--- src/rtl/pwm_tb_pkg.sv ---
package pwm_tb_pkg;
    typedef enum logic [1:0] {
        ST_OFF   = 2'd0,
        ST_RUN   = 2'd1,
        ST_DRAIN = 2'd2,
        ST_HALT  = 2'd3
    } tb_state_t;
endpackage

--- src/rtl/pwm_tb_ctrl.sv ---
module pwm_tb_ctrl
    import pwm_tb_pkg::*;
#(
    parameter int CW = 16
) (
    input  logic            clk,
    input  logic            rst_n,
    input  logic            en,
    input  logic            halt_req,
    input  logic [CW-1:0]   cnt,
    output tb_state_t       state,
    output logic            adv
);
    tb_state_t state_q, state_d;
    logic      at_zero;

    assign at_zero = (cnt == '0);

    always_ff @(posedge clk or negedge rst_n) begin
        if (!rst_n) state_q <= ST_OFF;
        else        state_q <= state_d;
    end

    always_comb begin
        state_d = state_q;
        if (!en) begin
            state_d = ST_OFF;                       // T_DISABLE
        end else begin
            unique case (state_q)
                ST_OFF:   state_d = ST_RUN;         // T_ENABLE
                ST_RUN:   if (halt_req) state_d = ST_DRAIN;  // T_HALT_REQ
                ST_DRAIN: begin
                    if (!halt_req)    state_d = ST_RUN;      // T_CANCEL
                    else if (at_zero) state_d = ST_HALT;     // T_PARK
                end
                ST_HALT:  if (!halt_req) state_d = ST_RUN;   // T_RESUME
                default:  state_d = ST_OFF;
            endcase
        end
    end

    always_comb begin
        adv = 1'b0;
        unique case (state_q)
            ST_RUN:   adv = en;
            ST_DRAIN: adv = en && !at_zero;
            default:  adv = 1'b0;
        endcase
    end

    assign state = state_q;
endmodule

--- src/rtl/pwm_tb_step.sv ---
module pwm_tb_step #(
    parameter int CW = 16
) (
    input  logic          tri_mode,
    input  logic          up_q,
    input  logic [CW-1:0] cnt,
    input  logic [CW-1:0] per,
    output logic [CW-1:0] cnt_nxt,
    output logic          up_nxt
);
    localparam logic [CW-1:0] ONE = CW'(1);

    logic at_zero, at_top;

    assign at_zero = (cnt == '0);
    assign at_top  = (cnt >= per);

    always_comb begin
        if (!tri_mode) begin
            up_nxt  = 1'b0;
            cnt_nxt = at_zero ? per : cnt - ONE;
        end else begin
            if (at_zero)     up_nxt = 1'b1;
            else if (at_top) up_nxt = 1'b0;
            else             up_nxt = up_q;
            if (per == '0)   cnt_nxt = '0;
            else if (up_nxt) cnt_nxt = cnt + ONE;
            else             cnt_nxt = cnt - ONE;
        end
    end
endmodule

--- src/rtl/pwm_tb_events.sv ---
module pwm_tb_events #(
    parameter int CW = 16
) (
    input  logic          adv,
    input  logic [CW-1:0] cnt,
    input  logic [CW-1:0] per,
    output logic          zero_evt,
    output logic          period_evt
);
    assign zero_evt   = adv && (cnt == '0);
    assign period_evt = adv && (cnt == per);
endmodule

--- src/rtl/pwm_timebase.sv ---
module pwm_timebase
    import pwm_tb_pkg::*;
#(
    parameter int CW = 16
) (
    input  logic          clk,
    input  logic          rst_n,
    input  logic          en,
    input  logic          mode,
    input  logic          dbg_freerun,
    input  logic          dbg_halt,
    input  logic [CW-1:0] period,
    input  logic          clr,
    output logic [CW-1:0] count,
    output logic          zero_evt,
    output logic          period_evt,
    output logic          dir_up
);
    tb_state_t     state;
    logic          adv, halt_req, up_nxt, up_q;
    logic [CW-1:0] cnt_q, cnt_nxt;

    assign halt_req = dbg_halt && !dbg_freerun;

    pwm_tb_ctrl #(.CW(CW)) u_ctrl (
        .clk(clk), .rst_n(rst_n), .en(en), .halt_req(halt_req),
        .cnt(cnt_q), .state(state), .adv(adv)
    );

    pwm_tb_step #(.CW(CW)) u_step (
        .tri_mode(mode), .up_q(up_q), .cnt(cnt_q), .per(period),
        .cnt_nxt(cnt_nxt), .up_nxt(up_nxt)
    );

    pwm_tb_events #(.CW(CW)) u_evt (
        .adv(adv), .cnt(cnt_q), .per(period),
        .zero_evt(zero_evt), .period_evt(period_evt)
    );

    always_ff @(posedge clk or negedge rst_n) begin
        if (!rst_n) begin
            cnt_q <= '0;
            up_q  <= 1'b0;
        end else if (clr) begin
            cnt_q <= '0;
            up_q  <= mode;
        end else if (adv) begin
            cnt_q <= cnt_nxt;
            up_q  <= up_nxt;
        end
    end

    assign count  = cnt_q;
    assign dir_up = up_q;
endmodule

--- config.mk ---
export PLATFORM = sky130hd
export DESIGN_NAME = pwm_timebase
export DESIGN_NICKNAME = d
export VERILOG_FILES = /design/src/rtl/pwm_tb_pkg.sv /design/src/rtl/pwm_tb_ctrl.sv /design/src/rtl/pwm_tb_step.sv /design/src/rtl/pwm_tb_events.sv /design/src/rtl/pwm_timebase.sv
export SDC_FILE = /design/constraint.sdc
export NUM_CORES = 1
export LEC_CHECK = 0
export CAP_MARGIN = 20
export CORE_ASPECT_RATIO = 0.6
export CORE_MARGIN = 1.5
export CORE_UTILIZATION = 50
export CTS_CLUSTER_SIZE = 25
export DETAILED_ROUTE_END_ITERATION = 7
export PLACE_DENSITY = 0.87
export SYNTH_ARGS = -nofsm -noshare
export SYNTH_HDL_FRONTEND = slang
export SYNTH_SLANG_ARGS = --single-unit
--- constraint.sdc ---
create_clock -name clk -period 3.95 [get_ports clk]
set_clock_uncertainty 0.05 [all_clocks]
set_input_delay 0.79 -clock clk [delete_from_list [all_inputs] [get_ports clk]]
set_output_delay 0.79 -clock clk [all_outputs]
set_load 0.05 [all_outputs]
Word level (Yosys, flattened, before mapping)

Index checks and enable logic that the tools add are counted.

Register bits: 19
Input port bits: 23
Output and inout bits: 19
Word-level logic and storage cells: 43

$add $sub $neg: 2
Order comparisons: 1
Equal/unequal tests: 7
Mux-type cells: 19
Reductions and logical operators: 11

Operators with widths:

| cell                                                                   | number |
|---|---|
| 16-bit two-way mux                                                     | 6 |
| 16-bit logical NOT                                                     | 2 |
| 16-bit by 1-bit adder with 16-bit output (second input constant)       | 1 |
| 16-bit equality test                                                   | 1 |
| 16-bit greater-or-equal comparator                                     | 1 |
| 16-bit by 1-bit subtractor with 16-bit output (second input constant)  | 1 |
| 2-bit two-way mux                                                      | 5 |
| 2-bit one-hot mux with 4 select lines                                  | 1 |
| 1-bit two-way mux                                                      | 6 |
| 2-bit equality test (second input constant)                            | 2 |
| 1-bit logical AND                                                      | 4 |
| 4-bit != test (second input constant)                                  | 1 |
| 3-bit by 2-bit != test with 1-bit output (second input constant)       | 1 |
| 3-bit != test (second input constant)                                  | 1 |
| 3-bit AND reduction                                                    | 1 |
| 2-bit by 1-bit equality test with 1-bit output (second input constant) | 1 |
| 1-bit logical NOT                                                      | 2 |
| 2-bit logical NOT                                                      | 1 |
| 1-bit one-hot mux with 2 select lines                                  | 1 |
| 2-bit nonzero test                                                     | 1 |

Logic depth before layout (Yosys ltp)

Gate-level depths: netlist (run 1).

Word-level depth: 9
Depth in mapped cells: 12
Gate-level depth less buffers: 10

By module

Synthesis (run 1) repeated with hierarchy kept, for this count alone.

Cell total of the unflattened synthesis: 331
Area, all modules: 2,667.6 sq um

Modules (own cells, without submodules):

| module        | times used | cells each | area each (sq um) | sequential area each (sq um) |
|---|---|---|---|---|
| pwm_tb_step   | 1          | 219        | 1,481.4           | 0.0 |
| pwm_timebase  | 1          | 57         | 711.9             | 425.4 |
| pwm_tb_ctrl   | 1          | 27         | 255.2             | 50.0 |
| pwm_tb_events | 1          | 28         | 219.0             | 0.0 |

Worst setup path after synthesis (run 1)

No wires, ideal clock.

Kind: flip-flop to output port
Start: reg cnt_q[0] (netlist: count[0])
End: out period_evt
Arrival time: 2,919 ps
Path slack: 191 ps
Cell stages (with the launch flop): 7
Buffers on the path: 0
Cells stage by stage: dfrtp_1 > inv_1 > ha_1 > nor4b_2 > a41oi_1 > nor2_2 > nor3_1

Cells in the longest elaborated chain, start to end: 5
Elaborated cells between the ends (all ways): 6
Those cells by class: 1 x eq/ne; 1 x mux; 4 x reduce/logical

Ends and longest elaborated chain:

| element                               | RTL line            | RTL |
|---|---|---|
| from (decl)                           | pwm_timebase.sv:21  | `logic [CW-1:0] cnt_q, cnt_nxt;` |
| from (signal assigned)                | pwm_timebase.sv:48  | `cnt_q <= cnt_nxt;` |
| 16-bit logical NOT                    | pwm_tb_ctrl.sv:17   | `assign at_zero = (cnt == '0);` |
| 1-bit logical NOT                     | pwm_tb_ctrl.sv:46   | `ST_DRAIN: adv = en && !at_zero;` |
| 1-bit logical AND                     | pwm_tb_ctrl.sv:46   |  |
| 1-bit one-hot mux with 2 select lines | pwm_tb_ctrl.sv:44   | `unique case (state_q)` |
| 1-bit logical AND (*)                 | pwm_tb_events.sv:11 | `assign period_evt = adv && (cnt == per);` |
| to (decl)                             | pwm_timebase.sv:16  | `output logic period_evt,` |

Every way passes the cells marked *; elsewhere a longest branch is shown, timed or not.

Worst setup path in the final report (run 1)

Start: in period[13]
End: out period_evt

Cells in the longest elaborated chain, start to end: 2

Ends and longest elaborated chain:

| element              | RTL line            | RTL |
|---|---|---|
| from (decl)          | pwm_timebase.sv:12  | `input logic [CW-1:0] period,` |
| 16-bit equality test | pwm_tb_events.sv:11 |  |
| 1-bit logical AND    | pwm_tb_events.sv:11 |  |

Every way passes these cells.

==> results of run 1 <==
==> power groups by stage <==
stage | combinational [mW] | clock (mW) | sequential, mW
finish | 1.45 | 0.151 | 0.328
global route | 1.56 | 0.160 | 0.336
CTS | 1.41 | 0.152 | 0.323
detailed placement | 1.40 | 0 | 0.327
global placement | 1.39 | 0 | 0.327
floorplan | 0.961 | 0 | 0.381
==> cells by family after synthesis <==
kind of cell	Yosys count
AND/OR/NAND/NOR	136
adder cells (fa/ha/maj)	22
AO/OA/AOI/OAI	88
multiplexers	8
XOR/XNOR	12
flip-flops	19
buffers and inverters	47
==> worst register-to-register path, delay by kind of cell (launching register included) <==
| family | cells | cell delay [ns] |
|---|---|---|
| compound gates | 4 | 0.75 |
| fa+ha+maj | 1 | 0.38 |
| buf+inv | 1 | 0.18 |
| flops | 1 | 0.54 |
| mux | 1 | 0.35 |
| simple gates | 3 | 0.93 |
==> area by class of cell <==
type / count / share of cell area
clock buffer: 4 / 0.0146
inverter: 24 / 0.0292
multi-input combinational: 266 / 0.585
sequential: 19 / 0.154
tap: 63 / 0.0256
timing repair buffer: 63 / 0.192
==> per-stage QoR <==
| step | instances | setup WS [ns] | cell area [um^2] | utilization |
|---|---|---|---|---|
| 2_1_floorplan | 332 | 0.191 | 2480 | - |
| 3_3_place_gp | 434 | 0.0274 | 3020 | 0.647 |
| 3_5_place_dp | 434 | 0.0153 | 3020 | 0.647 |
| 4_1_cts | 438 | 0.0684 | 3070 | 0.658 |
| 5_1_grt | 439 | 0.00274 | 3080 | 0.661 |
| 6_report | 439 | 0.0249 | 3080 | 0.661 |
==> repair_timing <==
action,4_1_cts,5_1_grt
endpoints found under the setup margin,1,0
resized for setup,1,0
endpoints found under the hold margin,0,0
==> final timing paths <==
check	to	slack, ns
max	period_evt	0.02
min	dir_up	0.53
max reg2reg	count[10]	0.70
min reg2reg	dir_up	0.53
max in group asynchronous	u_ctrl.state[1]	2.66
min in group asynchronous	count[7]	0.75
==> flip-flops by register name, indices dropped and copies added, names as in the netlist <==
register      flops
u_ctrl.state      2
dir_up            1
count            16
==> cells in the mapped netlist (all sizes together) (3+ instances only) <==
cell type,number,area (um^2)
or3,8,55.1
inv,24,90.1
o21a,3,22.5
nor3,13,76.3
a221oi,3,26.3
mux2,3,33.8
nand2,31,119
nand2b,4,25.0
xor2,4,35.0
nand4,8,50.1
xnor2,8,77.6
o211ai,7,52.6
and3,6,37.5
dfrtp,19,475
mux2i,5,50.1
nor4,8,80.1
buf,11,67.6
nand3,13,65.1
a21oi,20,100
a211oi,5,37.5
o21ai,26,130
clkbuf,12,46.3
and4,3,26.3
nor2,30,118
ha,22,275
==> per-layer routing <==
metal	track usage	part of all wire	up-vias	wire, um
li1	-	-	1302	-
met1	0.511	0.43	1287	3720
met2	0.452	0.39	216	3390
met3	0.116	0.16	18	1360
met4	0.0682	0.018	0	155
met5	0	0	-	0
==> flow_summary.yaml, run 1 <==
outcome:
  status: "finished, final reports clean"
final_layout:
  final_common_cell: "clkdlybuf4s50_1"
  multi_input_area_mm2: 0.00180
  antenna_cells: 0
  nNetsFinal: 422
  regArea_um2: 475
  drive_above_1_share: 0.114
  final_cell_mix: "clkdlybuf4s50_1, nand2_1, nor2_1"
  area_growth_pct: 24.5
  num-fill-cells: 437
synth:
  synth_compound_area_frac: 0.233
  synth_seq_cells: 19
  syn_avg_cell_area_um2: 7.46
  synthAdderAreaFrac: 0.111
  syn_area_mm2: 0.00248
  async_flop_share: 1.00
  synth_mux_area_frac: 0.0339
  ys.flop_type: "dfrtp_1"
  ys_warn_count: 0
  ys_seq_area_frac: 0.192
  synth_top_family_by_area: "simple AND/OR/NAND/NOR gates"
  synth_cells: 332
  synth-simple-area-share: 0.302
  synth.distinct_cells: 62
  synth_xor_xnor_area_share: 0.0455
  mappedNetlistNets: 377
  synth-edff-count: 0
clock_network:
  path_clk_slew_ns: 0.08
  cts_inserted_buffers: 3
  post-cts-setup-buffers: 0
  clock_sink_count: 19
  ctsHoldBuffers: 0
  ctsHtreeMaxLevel: 1
  clock_latency_ns: 0.27
  root_buffer: "clkbuf_8"
  clockBufferDepth: 2
  cts_tree: "done"
worst_setup_path:
  critical_path.max_stage_delay_ns: 0.60
  r2r_cells: 10
  critPathCaptureType: "output pin"
  crit_required_ns: 3.11
  critical_path.max_fanout: 3
  start_kind: "input port"
  arrival_ns: 3.09
  cp-startpoint: "period[13]"
  slowest_stage: "or4_1"
  cp_num_cells: 9
  worst_path_most_repeated_cell: "buf_4"
  criticalPathCategory: "input port to output pin"
  worst-path-buf-inv: 5
  path_cells: "clkdlybuf4s50_1 -> inv_1 -> ha_1 -> nand4_1 -> or4_1 -> buf_4 -> nor3_2 -> buf_4 -> buf_12"
  cpLargestDelayFamily: "buffers and inverters"
  timing.rr.start: "count[13]"
power:
  leakagePower_nw: 1.34
  p_seq_frac: 0.170
  power_mw: 1.92
  p_comb_frac: 0.751
  ir_drop_uv: 301
  clkPwrFrac: 0.079
  p_switching_mw: 1.07
  power.internal_mw: 0.852
  p_per_area_mw_per_mm2: 624
  power.share.switching: 0.557
min_path:
  holdCritPathClass: "flop to flop"
  hp-start: "dir_up"
  min_path_cells: 2
sta:
  fmax_mhz: 255
  drv_slew: 0
  finalCritPeriodShare: 0.994
  hold_slack_ns: 0.527
  rsz0062_at_grt: "no"
  fin_tns_setup_ns: 0
  period_minus_slack_ns: 3.93
  slew_headroom: 0.495
  finalHoldViolations: 0
  setup_viol: 0
  tightest_slew_ns: 0.750
die:
  die_y_um: 57.5
  pin_count: 42
  core-area_mm2: 0.00466
  fp.dieW_um: 93.9
  initial_core_util: 0.531
  rows: 19
  fp.dieArea_mm2: 0.00540
routing:
  drc: 0
  drt_iter0_markers: 380
  wl_per_cell_um: 19.6
  num_vias: 2823
  vias_per_cell: 6.43
  first_pass_iters: 5
  antenna_left: 0
  wl_um: 8630
global_routing:
  grt_pass1_wl_um: 13700
  overflow: 0
  grt_max_degree: 20
  grt_pass1_vias: 2591
  grt_use_total: 0.336
  antenna_found_initial: 0
placed_design:
  place_congestion: 1.06
  post-dp-hpwl_um: 6510
  io_buffers: 41
run:
  max_cap_viol_count: 0
No activity file was read; power rests on OpenSTA's default activity.
==> run 2: changes to the inputs <==
--- a/config.mk
+++ b/config.mk
@@ -11,7 +11,8 @@
 export CORE_UTILIZATION = 50
 export CTS_CLUSTER_SIZE = 25
 export DETAILED_ROUTE_END_ITERATION = 7
-export PLACE_DENSITY = 0.87
+export PLACE_DENSITY = 0.86
 export SYNTH_ARGS = -nofsm -noshare
 export SYNTH_HDL_FRONTEND = slang
+export SYNTH_HIERARCHICAL = 1
 export SYNTH_SLANG_ARGS = --single-unit
==> run 2 against run 1 <==
  * Combinational power down 39%
  * Register-to-register slack better by 0.11 ns
  * Via count up 0.96%
  * Critical endpoint is now count[10]
  * Largest power group unchanged
==> flow_summary.yaml, run 2 <==
outcome:
  status: "finished, final reports clean"
worst_setup_path:
  start_kind: "input port"
  critical_path.max_stage_delay_ns: 0.53
  worst_path_most_repeated_cell: "mux2i_1"
  slowest_stage: "clkdlybuf4s50_1"
  ff2ff_setup_slack_ns: 0.81
  r2r_cells: 11
  crit_required_ns: 4.03
  path_cells: "clkdlybuf4s50_1 -> inv_1 -> ha_1 -> nand4_1 -> nor3_2 -> or4b_4 -> a31oi_4 -> buf_12 -> mux2i_1 -> xnor2_1 -> o22ai_1 -> mux2i_1 -> nor2_1"
  arrival_ns: 3.72
  timing.rr.start: "count[12]"
  rr_endpoint: "count[10]"
  criticalPathCategory: "input port to flop"
  critical_path.max_fanout: 17
  critPathCaptureType: "flop"
synth:
  synth_cells: 331
  synth_top_cells_by_count: "nor2_1, mux2i_1, xnor2_1"
  synth_seq_cells: 19
  synth-simple-area-share: 0.248
  synth_compound_area_frac: 0.138
  syn_avg_cell_area_um2: 8.06
  synth.distinct_cells: 49
  synthTopCellsByArea: "dfrtp_1, mux2i_1, ha_1"
  mappedNetlistNets: 377
  synth_largest_area_cell: "dfrtp_1"
  synth_mux_area_frac: 0.113
  ys.flop_type: "dfrtp_1"
  synthAdderAreaFrac: 0.108
  synth-edff-count: 0
  synth_xor_xnor_area_share: 0.141
  synth_top_family_by_area: "simple AND/OR/NAND/NOR gates"
  synth.most_common_cell: "nor2_1"
  synth.top_cell.area_share: 0.178
  ys_seq_area_frac: 0.178
  syn_area_mm2: 0.00267
  async_flop_share: 1.00
  ys_warn_count: 6
die:
  fp.dieW_um: 97.3
  initial_core_util: 0.523
  rows: 20
  core-area_mm2: 0.00510
  pin_count: 42
  die_y_um: 59.6
  fp.dieArea_mm2: 0.00580
placed_design:
  io_buffers: 41
  place_congestion: 1.01
  dp_slack_ns: 0.0656
  post-dp-hpwl_um: 6420
clock_network:
  ctsHoldBuffers: 0
  cts_inserted_buffers: 3
  cts_tree: "done"
  post-cts-setup-buffers: 0
  clockBufferDepth: 2
  root_buffer: "clkbuf_8"
  clock_latency_ns: 0.26
  clock_sink_count: 19
  path_clk_slew_ns: 0.08
  cts_resized: 0
  ctsHtreeMaxLevel: 1
sta:
  drv_slew: 0
  finalHoldViolations: 0
  period_minus_slack_ns: 3.64
  fin_tns_setup_ns: 0
  slew_headroom: 0.400
  setup_viol: 0
  tightest_slew_ns: 0.897
  fmax_mhz: 275
  finalCritPeriodShare: 0.922
  worst_slack_ns: 0.310
  rsz0062_at_grt: "no"
global_routing:
  overflow: 0
  antenna_found_initial: 0
  grt_pass1_vias: 2790
  grt_pass1_wl_um: 13800
  grt_use_total: 0.305
  grt_max_degree: 29
routing:
  wl_um: 8610
  num_vias: 2850
  vias_per_cell: 6.40
  drt_iter0_markers: 361
  drc: 0
  wl_per_cell_um: 19.3
  antenna_left: 0
  first_pass_iters: 8
final_layout:
  multi_input_area_mm2: 0.00200
  final_common_cell: "clkdlybuf4s50_1"
  area_growth_pct: 23.6
  final_cell_mix: "clkdlybuf4s50_1, nor2_1, mux2i_1"
  largest_register_ffs: 16
  nNetsFinal: 426
  num-fill-cells: 421
  regArea_um2: 475
  antenna_cells: 0
  drive_above_1_share: 0.119
run:
  max_cap_viol_count: 0
min_path:
  holdCritPathClass: "flop to flop"
  min_path_cells: 2
  hp-start: "u_ctrl/state[1]"
  hold_path_end: "u_ctrl/state[1]"
power:
  leakagePower_nw: 1.45
  ir_drop_uv: 190
  p_per_area_mw_per_mm2: 386
-- run 2: changes by cell type after synthesis, sizes merged, moves of 8 or more --
cell / before / now
mux2i: 5 / 30
nand2: 31 / 14
xnor2: 8 / 25
o21ai: 26 / 11
xor2: 4 / 18
o22ai: 1 / 13
nor2: 30 / 39
nor4: 8 / 16
-- run 2: metal layers --
| metal | vias to the layer above | wire [um] | share of wire | track usage |
|---|---|---|---|---|
| li1 | 1279 | - | - | - |
| met1 | 1308 | 3450 | 0.40 | 0.387 |
| met2 | 232 | 3580 | 0.42 | 0.490 |
| met3 | 31 | 1370 | 0.16 | 0.105 |
| met4 | 0 | 212 | 0.025 | 0.118 |
| met5 | - | 0 | 0 | 0 |
-- run 2: cells by family after synthesis --
family	Yosys count
XOR/XNOR	43
AND/OR/NAND/NOR	116
multiplexers	30
buffers and inverters	42
AO/OA/AOI/OAI	58
flip-flops	19
adder cells (fa/ha/maj)	23
-- run 2: metrics by stage --
step / hold WS, ns / power [mW] / cells / cell area (um^2) / util
finish: 0.564 / 1.27 / 445 / 3300 / 0.646
global route: 0.617 / 1.36 / 445 / 3300 / 0.646
CTS: 0.562 / 1.25 / 445 / 3300 / 0.646
floorplan: 0.444 / 0.904 / 331 / 2670 / -
detailed placement: 0.551 / 1.11 / 441 / 3250 / 0.637
global placement: 0.542 / 1.08 / 441 / 3250 / 0.637
-- run 2: worst max path at each step --
stage | slack (ns) | from | endpoint | depth (start not counted)
4_1_cts | 0.35 | period[15] | count[8] | 13
6_report | 0.31 | period[15] | count[10] | 13
3_5_place_dp | 0.07 | period[15] | count[8] | 13
5_1_grt | 0.13 | period[15] | count[3] | 13
2_1_floorplan | 0.11 | count[14] | zero_evt | 5
3_3_place_gp | 0.16 | period[15] | count[8] | 13
-- run 2: final cells by class --
type                       count  area share
sequential                    19       0.144
multi-input combinational    270       0.606
tap                           66      0.0250
timing repair buffer          63       0.184
inverter                      23      0.0262
clock inverter                 1     0.00152
clock buffer                   3      0.0125
-- run 2: critical path, delay by kind of cell --
kind,cells,cell delay (ns)
xor gates and xnor gates,1,0.14
muxes,2,0.42
adders and majority gates,1,0.30
AOI/OAI and AO/OA,2,0.29
buffers and inverters,3,0.81
and+or+nand+nor,4,0.95
-- run 2: where the power goes --
group	internal (mW)	switching [mW]
Sequential	0.207	0.0352
Combinational	0.392	0.495
Clock	0.0704	0.0730
Total	0.670	0.603
==> run 3: changes to the inputs <==
--- a/config.mk
+++ b/config.mk
@@ -7,11 +7,11 @@
 export LEC_CHECK = 0
 export CAP_MARGIN = 20
 export CORE_ASPECT_RATIO = 0.6
-export CORE_MARGIN = 1.5
+export CORE_MARGIN = 4
 export CORE_UTILIZATION = 50
 export CTS_CLUSTER_SIZE = 25
 export DETAILED_ROUTE_END_ITERATION = 7
-export PLACE_DENSITY = 0.86
+export PLACE_DENSITY = 0.76
 export SYNTH_ARGS = -nofsm -noshare
 export SYNTH_HDL_FRONTEND = slang
 export SYNTH_HIERARCHICAL = 1
==> run 3 against run 2 <==
  * Flip-flop and latch count stayed put
  * Fmax shrank 1.1%
  * Register-to-register slack is essentially flat
  * Cell area up 1.3%
  * Critical path depth stayed put
  * Non-clock buffer count grew 6
  * Wire length rose by 4.3%
  * Sequential power down 5%
  * Sequential share of layout area shrank 0.19 points
==> flow_summary.yaml, run 3 (same netlist as run 2, synthesis figures left out) <==
run:
  max_cap_viol_count: 0
sta:
  finalHoldViolations: 0
  drv_slew: 0
  fmax_mhz: 272
  rsz0062_at_grt: "no"
  fin_tns_setup_ns: 0
  period_minus_slack_ns: 3.68
  finalCritPeriodShare: 0.932
  setup_viol: 0
  tightest_slew_ns: 0.960
  slew_headroom: 0.358
  worst_slack_ns: 0.269
final_layout:
  antenna_cells: 0
  drive_above_1_share: 0.130
  area_growth_pct: 25.3
  num-fill-cells: 443
  nNetsFinal: 432
  final_common_cell: "clkdlybuf4s50_1"
  largest_register_ffs: 16
  utilization: 0.655
  final_cell_mix: "clkdlybuf4s50_1, nor2_1, mux2i_1"
  design_area_mm2: 0.00334
min_path:
  hp-start: "u_ctrl/state[1]"
  hold_path_end: "u_ctrl/state[1]"
  holdCritPathClass: "flop to flop"
  min_path_cells: 2
placed_design:
  post-dp-hpwl_um: 6750
  io_buffers: 41
  dp_slack_ns: 0.0767
  place_congestion: 0.999
  dpl_cell_area_mm2: 0.00330
global_routing:
  grt_pass1_vias: 2648
  grt_max_degree: 29
  overflow: 0
  antenna_found_initial: 0
  grt_use_total: 0.276
  grt_pass1_wl_um: 14100
clock_network:
  cts_resized: 0
  clock_latency_ns: 0.26
  cts_inserted_buffers: 3
  root_buffer: "clkbuf_8"
  cts_tree: "done"
  ctsHoldBuffers: 0
  clockBufferDepth: 2
  post-cts-setup-buffers: 0
  path_clk_slew_ns: 0.08
  ctsHtreeMaxLevel: 1
  clock_sink_count: 19
worst_setup_path:
  critical_path.max_fanout: 17
  critPathCaptureType: "flop"
  timing.rr.start: "count[12]"
  cpLargestDelayFamily: "simple AND/OR/NAND/NOR gates"
  start_kind: "input port"
  ff2ff_setup_slack_ns: 0.80
  arrival_ns: 3.75
  crit_required_ns: 4.02
  worst-path-buf-inv: 3
  r2r_cells: 11
  path_cells: "clkdlybuf4s50_1 -> inv_1 -> ha_1 -> nand4_1 -> nor3_2 -> or4b_4 -> a31oi_4 -> buf_12 -> mux2i_1 -> xor2_1 -> o22ai_1 -> mux2i_1 -> nor2_1"
  critical_path.max_stage_delay_ns: 0.52
  criticalPathCategory: "input port to flop"
  slowest_stage: "clkdlybuf4s50_1"
  worst_path_most_repeated_cell: "mux2i_1"
  rr_endpoint: "count[2]"
die:
  pin_count: 42
  die_y_um: 64.6
  fp.dieW_um: 102
  rows: 20
  fp.dieArea_mm2: 0.00661
  initial_core_util: 0.523
  core-area_mm2: 0.00510
power:
  ir_drop_uv: 206
  leakagePower_nw: 1.48
  power_mw: 1.28
  p_per_area_mw_per_mm2: 382
  p_comb_frac: 0.705
  p_switching_mw: 0.599
  clkPwrFrac: 0.114
  power.internal_mw: 0.676
  p_seq_frac: 0.181
  power.share.switching: 0.470
routing:
  vias_per_cell: 6.24
  wl_per_cell_um: 19.9
  antenna_left: 0
  drt_iter0_markers: 365
  drc: 0
  wl_um: 8980
  num_vias: 2814
  first_pass_iters: 5
outcome:
  status: "finished, final reports clean"
==> run 3: cell count changes in the layout (fill, tap and decap cells not counted), sizes merged <==
cell / previous run / this run
buf: 24 / 30
clkbuf: 3 / 4
clkinv: 1 / 0
==> run 3: routing by layer <==
| layer | vias to the layer above | global-route usage | wire length (um) | part of all wire |
|---|---|---|---|---|
| met4 | 0 | 0.0573 | 146 | 0.016 |
| met2 | 189 | 0.394 | 3670 | 0.41 |
| met3 | 17 | 0.0591 | 1080 | 0.12 |
| li1 | 1291 | - | - | - |
| met1 | 1317 | 0.421 | 4080 | 0.45 |
| met5 | - | 0 | 0 | 0 |
==> run 3: layout make-up <==
type                       instances  area [um^2]  area share
multi-input combinational        270         2000       0.598
sequential                        19          475       0.142
tap                               66         82.6      0.0247
clock buffer                       4         45.0      0.0135
inverter                          23         86.3      0.0258
timing repair buffer              69          653       0.195
==> run 3: worst register-to-register path, cell delays in order (launching register included) <==
cell and delay (ns):
dfrtp_1 0.55, ha_1 0.37, nand4_1 0.13, nor3_2 0.27, or4b_4 0.52, a31oi_4 0.21
buf_12 0.19, mux2i_1 0.24, xor2_1 0.18, o22ai_1 0.09, mux2i_1 0.16, nor2_1 0.05
==> run 3: worst max-delay path by stage <==
stage,slack (ns),cells past startpoint,from,to
after global placement,0.18,13,period[15],count[3]
after CTS,0.32,13,period[15],count[2]
final,0.27,13,period[15],count[2]
after floorplan,0.11,5,count[14],zero_evt
after detailed placement,0.08,13,period[15],count[8]
after global routing,0.16,13,period[15],count[9]
==> run 3: per-stage QoR <==
stage / hold slack [ns] / cells
4_1_cts: 0.578 / 451
6_report: 0.587 / 451
3_3_place_gp: 0.548 / 447
3_5_place_dp: 0.568 / 447
2_1_floorplan: 0.444 / 331
5_1_grt: 0.627 / 451
==> run 3: power groups by stage <==
stage,Clock [mW],Sequential (mW),Combinational [mW]
2_1_floorplan,0,0.274,0.631
3_3_place_gp,0,0.233,0.860
3_5_place_dp,0,0.233,0.879
4_1_cts,0.147,0.230,0.881
5_1_grt,0.158,0.233,0.975
6_report,0.146,0.231,0.899
